[src/rtl/ctr_mult_pkg.sv]
package ctr_mult_pkg;

    localparam int CNT_MAX_IN = 6;
    localparam int CNT_OUT_W  = 3;
    localparam int LIMIT_GROWTH = CNT_MAX_IN / CNT_OUT_W;

    typedef struct packed {
        logic s2;
        logic s1;
        logic s0;
    } cnt_sum_t;

    typedef enum logic [2:0] {
        PQ_OWN,
        PQ_FROM_BELOW1,
        PQ_CARRY_IN,
        PQ_EXCESS,
        PQ_HEIGHT_OUT
    } plan_q_e;

    // Height ceiling of the stage j-th from the end (j = 1 is the final stage).
    function automatic int stage_limit(int k, int j);
        int v;
        v = k;
        for (int i = 1; i < j; i++) v = v * LIMIT_GROWTH;
        return v;
    endfunction

    function automatic int num_stages(int tallest, int k);
        int j;
        j = 0;
        while (stage_limit(k, j + 1) < tallest) j++;
        return j;
    endfunction

    // Number of partial-product dots in column c of an n-by-n product.
    function automatic int pp_height(int n, int c);
        int lo, hi;
        lo = (c > n - 1) ? c - n + 1 : 0;
        hi = (c < n - 1) ? c : n - 1;
        return (hi >= lo) ? hi - lo + 1 : 0;
    endfunction

    // Input count of counter q when a column must shed e dots.
    function automatic int cnt_size(int e, int q);
        int r, s;
        r = e;
        for (int i = 0; i < q; i++) begin
            s = (r + 1 < CNT_MAX_IN) ? r + 1 : CNT_MAX_IN;
            r = r - (s - 1);
        end
        return (r + 1 < CNT_MAX_IN) ? r + 1 : CNT_MAX_IN;
    endfunction

    function automatic int cnt_count(int e);
        int r, q;
        r = e;
        q = 0;
        while (r > 0) begin
            r = r - (cnt_size(r, 0) - 1);
            q++;
        end
        return q;
    endfunction

    // Counters wide enough to drive a third output bit (four inputs or more).
    function automatic int cnt_wide(int e);
        int w;
        w = 0;
        for (int q = 0; q < cnt_count(e); q++)
            if (cnt_size(e, q) >= 4) w++;
        return w;
    endfunction

    function automatic int cnt_start(int e, int q);
        int s;
        s = 0;
        for (int i = 0; i < q; i++) s = s + cnt_size(e, i);
        return s;
    endfunction

endpackage

[src/rtl/ctr_popcount.sv]
module ctr_popcount
    import ctr_mult_pkg::*;
#(
    parameter int WIDTH = 6
) (
    input  logic [WIDTH-1:0] dots_i,
    output cnt_sum_t         sum_o
);

    logic [CNT_OUT_W-1:0] acc;

    always_comb begin
        acc = '0;
        for (int i = 0; i < WIDTH; i++)
            acc = acc + {{(CNT_OUT_W-1){1'b0}}, dots_i[i]};
        sum_o = acc;
    end

endmodule

[src/rtl/ctr_reduce_stage.sv]
module ctr_reduce_stage
    import ctr_mult_pkg::*;
#(
    parameter int N     = 16,
    parameter int K     = 3,
    parameter int STAGE = 0
) (
    input  logic [2*N-1:0][N-1:0] dots_i,
    output logic [2*N-1:0][N-1:0] dots_o
);

    localparam int W    = 2 * N;
    localparam int NSTG = num_stages(N, K);
    localparam int PMAX = 2 * N + 8;
    localparam int QMAX = PMAX / (CNT_MAX_IN - 1) + 1;

    // Replays the column plan from the raw partial products up to this stage.
    function automatic int plan(int col, plan_q_e what);
        int h  [W];
        int hn [W];
        int e  [W];
        int inc1, inc, lim, res;
        res = 0;
        for (int c = 0; c < W; c++) h[c] = pp_height(N, c);
        for (int t = 0; t <= STAGE; t++) begin
            lim = stage_limit(K, NSTG - t);
            for (int c = 0; c < W; c++) begin
                inc1 = (c >= 1) ? cnt_count(e[c-1]) : 0;
                inc  = inc1 + ((c >= 2) ? cnt_wide(e[c-2]) : 0);
                e[c] = h[c] + inc - lim;
                hn[c] = (e[c] > 0) ? lim : h[c] + inc;
                if (t == STAGE && c == col) begin
                    case (what)
                        PQ_OWN:         res = h[c];
                        PQ_FROM_BELOW1: res = inc1;
                        PQ_CARRY_IN:    res = inc;
                        PQ_EXCESS:      res = e[c];
                        default:        res = hn[c];
                    endcase
                end
            end
            h = hn;
        end
        return res;
    endfunction

    logic [W-1:0][PMAX-1:0]  pool;
    cnt_sum_t [QMAX-1:0]     sums [W];

    for (genvar c = 0; c < W; c++) begin : g_col
        localparam int H     = plan(c, PQ_OWN);
        localparam int I1    = plan(c, PQ_FROM_BELOW1);
        localparam int INC   = plan(c, PQ_CARRY_IN);
        localparam int E     = plan(c, PQ_EXCESS);
        localparam int HOUT  = plan(c, PQ_HEIGHT_OUT);
        localparam int NQ    = cnt_count(E);
        localparam int TAKEN = cnt_start(E, NQ);

        // Pool order: own dots, carries from c-1, carries from c-2, own sums.
        for (genvar p = 0; p < PMAX; p++) begin : g_pos
            if (p < H) begin : g_own
                assign pool[c][p] = dots_i[c][p];
            end else if (p < H + I1) begin : g_c1
                assign pool[c][p] = sums[c-1][p-H].s1;
            end else if (p < H + INC) begin : g_c2
                assign pool[c][p] = sums[c-2][p-H-I1].s2;
            end else if (p < H + INC + NQ) begin : g_self
                assign pool[c][p] = sums[c][p-H-INC].s0;
            end else begin : g_nil
                assign pool[c][p] = 1'b0;
            end
        end

        for (genvar q = 0; q < QMAX; q++) begin : g_cnt
            if (q < NQ) begin : g_use
                localparam int SZ = cnt_size(E, q);
                localparam int ST = cnt_start(E, q);
                ctr_popcount #(.WIDTH(SZ)) u_cnt (
                    .dots_i (pool[c][ST +: SZ]),
                    .sum_o  (sums[c][q])
                );
            end else begin : g_off
                assign sums[c][q] = '0;
            end
        end

        for (genvar r = 0; r < N; r++) begin : g_out
            if (r < HOUT) begin : g_keep
                assign dots_o[c][r] = pool[c][TAKEN + r];
            end else begin : g_zero
                assign dots_o[c][r] = 1'b0;
            end
        end

        logic unused_col;
        assign unused_col = ^{sums[c], pool[c], dots_i[c]};
    end

endmodule

[src/rtl/ctr_row_adder.sv]
module ctr_row_adder #(
    parameter int W = 32,
    parameter int K = 3
) (
    input  logic [K-1:0][W-1:0] rows_i,
    output logic [W-1:0]        sum_o
);

    always_comb begin
        sum_o = '0;
        for (int r = 0; r < K; r++)
            sum_o = sum_o + rows_i[r];
    end

endmodule

[src/rtl/ctr_mult.sv]
module ctr_mult
    import ctr_mult_pkg::*;
#(
    parameter int N = 16,
    parameter int K = 3
) (
    input  logic [N-1:0]   a_i,
    input  logic [N-1:0]   b_i,
    output logic [2*N-1:0] p_o
);

    localparam int W    = 2 * N;
    localparam int NSTG = num_stages(N, K);

    logic [W-1:0][N-1:0] lvl [NSTG+1];
    logic [K-1:0][W-1:0] rows;

    // Partial-product dots: column c holds a[lo+p] & b[c-lo-p].
    for (genvar c = 0; c < W; c++) begin : g_pp_col
        localparam int LO = (c > N - 1) ? c - N + 1 : 0;
        localparam int H  = pp_height(N, c);
        for (genvar p = 0; p < N; p++) begin : g_pp_dot
            if (p < H) begin : g_dot
                assign lvl[0][c][p] = a_i[LO+p] & b_i[c-LO-p];
            end else begin : g_nil
                assign lvl[0][c][p] = 1'b0;
            end
        end
    end

    for (genvar s = 0; s < NSTG; s++) begin : g_stage
        ctr_reduce_stage #(.N(N), .K(K), .STAGE(s)) u_stage (
            .dots_i (lvl[s]),
            .dots_o (lvl[s+1])
        );
    end

    for (genvar r = 0; r < K; r++) begin : g_row
        for (genvar c = 0; c < W; c++) begin : g_bit
            assign rows[r][c] = lvl[NSTG][c][r];
        end
    end

    ctr_row_adder #(.W(W), .K(K)) u_add (
        .rows_i (rows),
        .sum_o  (p_o)
    );

    logic unused_rows;
    assign unused_rows = ^lvl[NSTG];

endmodule

[config.mk]
export PLATFORM = sky130hd
export DESIGN_NAME = ctr_mult
export DESIGN_NICKNAME = d
export VERILOG_FILES = /design/src/rtl/ctr_mult_pkg.sv /design/src/rtl/ctr_popcount.sv /design/src/rtl/ctr_reduce_stage.sv /design/src/rtl/ctr_row_adder.sv /design/src/rtl/ctr_mult.sv
export SDC_FILE = /design/constraint.sdc
export NUM_CORES = 1
export LEC_CHECK = 0
export ABC_AREA = 1
export BUFFER_PORTS_ARGS = -buffer_cell sky130_fd_sc_hd__clkbuf_2
export CAP_MARGIN = 20
export CORE_ASPECT_RATIO = 0.6
export CORE_MARGIN = 4
export CORE_UTILIZATION = 45
export DETAILED_ROUTE_END_ITERATION = 8
export MAX_ROUTING_LAYER = met4
export PLACE_DENSITY = 0.62
export SLEW_MARGIN = 10
export SYNTH_ARGS = -nofsm -noshare
export SYNTH_HDL_FRONTEND = slang
export SYNTH_HIERARCHICAL = 1
export SYNTH_SLANG_ARGS = --single-unit
[constraint.sdc]
create_clock -name vclk -period 8.48
set_clock_uncertainty 0.15 [all_clocks]
set_input_delay 0 -clock vclk [all_inputs]
set_output_delay 0 -clock vclk [all_outputs]
set_load 0.02 [all_outputs]
==> summary.txt <==
Layout
  – Most frequent cells in the layout: inv_1 (804), nand2_1 (455), fa_1 (199)
  – Most common cell after layout, fill and taps aside: inv_1
  – Clkbuf count: 0
  – Area growth from synthesis to layout: -14.6%
  – Final Net Count: 2,115
  – Final Non-Filler Cells: 2,186
  – Final Util: 39.1%
  – Register area: 0 sq um
  – Seq_cells: 0
  – Share of post-route cells with drive strength above 1: 5.85%

Die
  – Die X: 233 microns
  – I/O pins: 64
  – Site Rows: 49
  – Die area: 33,500 sq um
  – Die Y: 143 microns
  – Core area: 30,000 sq um
  – Starting Density: 45.8%

Global route
  – Grt ovf: 0
  – Initial antenna violation count: 1
  – Busiest grt layer: met1
  – First-pass GRT wire length: 50.7 mm
  – Total GRT Usage: 19.9%
  – Met1 Use GR: 31.1%
  – Largest net degree at the start of global routing: 17
  – Met2 GRT Util: 28.1%
  – M3 GR Usage: 3.27%
  – Number of global-route vias before repair: 9,334

Route
  – Total Wirelength: 31.4 mm
  – Vias/cell: 4.26
  – Via Count: 9,321
  – Wirelength per Cell: 14.4 microns
  – Residual DRC: 0
  – 1st-iter DRT viols: 750
  – Post-route ant nets: 0
  – Drt first pass iters: 7

Flow run
  – Maxcap violations: 0

Setup path
  – Slowest cell on crit path: fa_1
  – Worst path most repeated cell: fa_1
  – Worst Path Required: 8.33 ns
  – Startpoint types: input pin
  – CP Data Arrival Time: 7.61 ns
  – Type of the worst setup path: in2out
  – Crit end category: output port
  – CP max stage delay: 0.49 ns
  – CP Max Fanout: 16

Timing
  – Fin. Hold Viols: 0
  – Final Setup Violations: 0
  – Final worst-path cycle share: 91.5%
  – Worst slew pin tran: 0.596 ns
  – RSZ-0062 raised after global routing: no
  – F_max: 129 MHz
  – Max-slew headroom: 60.2%
  – Setup_tns: 0 ns
  – Max Transition Viols Final: 0
  – Fin crit period: 7.76 ns

Status
  – Status: finished, final reports clean

Logic synthesis
  – Post-Syn Area: 13,700 sq um
  – Synth Instances: 2,052
  – Warnings from Yosys: 6
  – Synthesized area per cell: 6.69 sq um

Clocking
  – Post-CTS Setup Bufs: 0
  – Hold_buf cts: 0
  – Post-CTS resize count: 0

Worst hold path
  – Hold Path Class: in2out

Placed design
  – Post-DP HPWL: 26.2 mm
  – Placed cells: 2,185
  – Port Buffers: 64
  – Gpl congestion: 0.888
[layer usage]
metal  wire, microns  part of all wire [%]  up-vias
met5               0                     0        -
li1                -                     -     4621
met1           16500                    52     4383
met2           12100                    38      308
met3            2750                   8.7        9
met4              95                  0.30        0
[worst paths after layout]
path      end   start  cells past startpoint  slack, ns
max   p_o[30]  a_i[3]                     31       0.72
min    p_o[0]  a_i[0]                      8       0.73
[per-stage QoR]
stage	hold slack (ns)	setup slack [ns]	cell area, sq um
5_1_grt	0.824	0.270	11700
2_1_floorplan	0.664	1.35	13700
3_5_place_dp	0.728	0.738	11700
6_report	0.730	0.718	11700
4_1_cts	0.728	0.735	11700
3_3_place_gp	0.737	0.841	11700
[area by class of cell]
| class | instances | area (sq um) |
|---|---|---|
| well taps | 408 | 510 |
| fillers | 3257 | 18300 |
| inverters | 807 | 3030 |
| repair buffers | 71 | 373 |
| multi-input cells | 899 | 7800 |
| diodes | 1 | 2.50 |
[critical path, delay by kind of cell]
kind,cells,cell delay [ns]
AO/OA/AOI/OAI,2,0.38
buffers and inverters,10,0.93
AND/OR/NAND/NOR,5,0.59
adder cells (fa/ha/maj),14,5.71
Power is not shown: default switching activity piles up to over one toggle a cycle in this logic, so the estimate is an artifact.
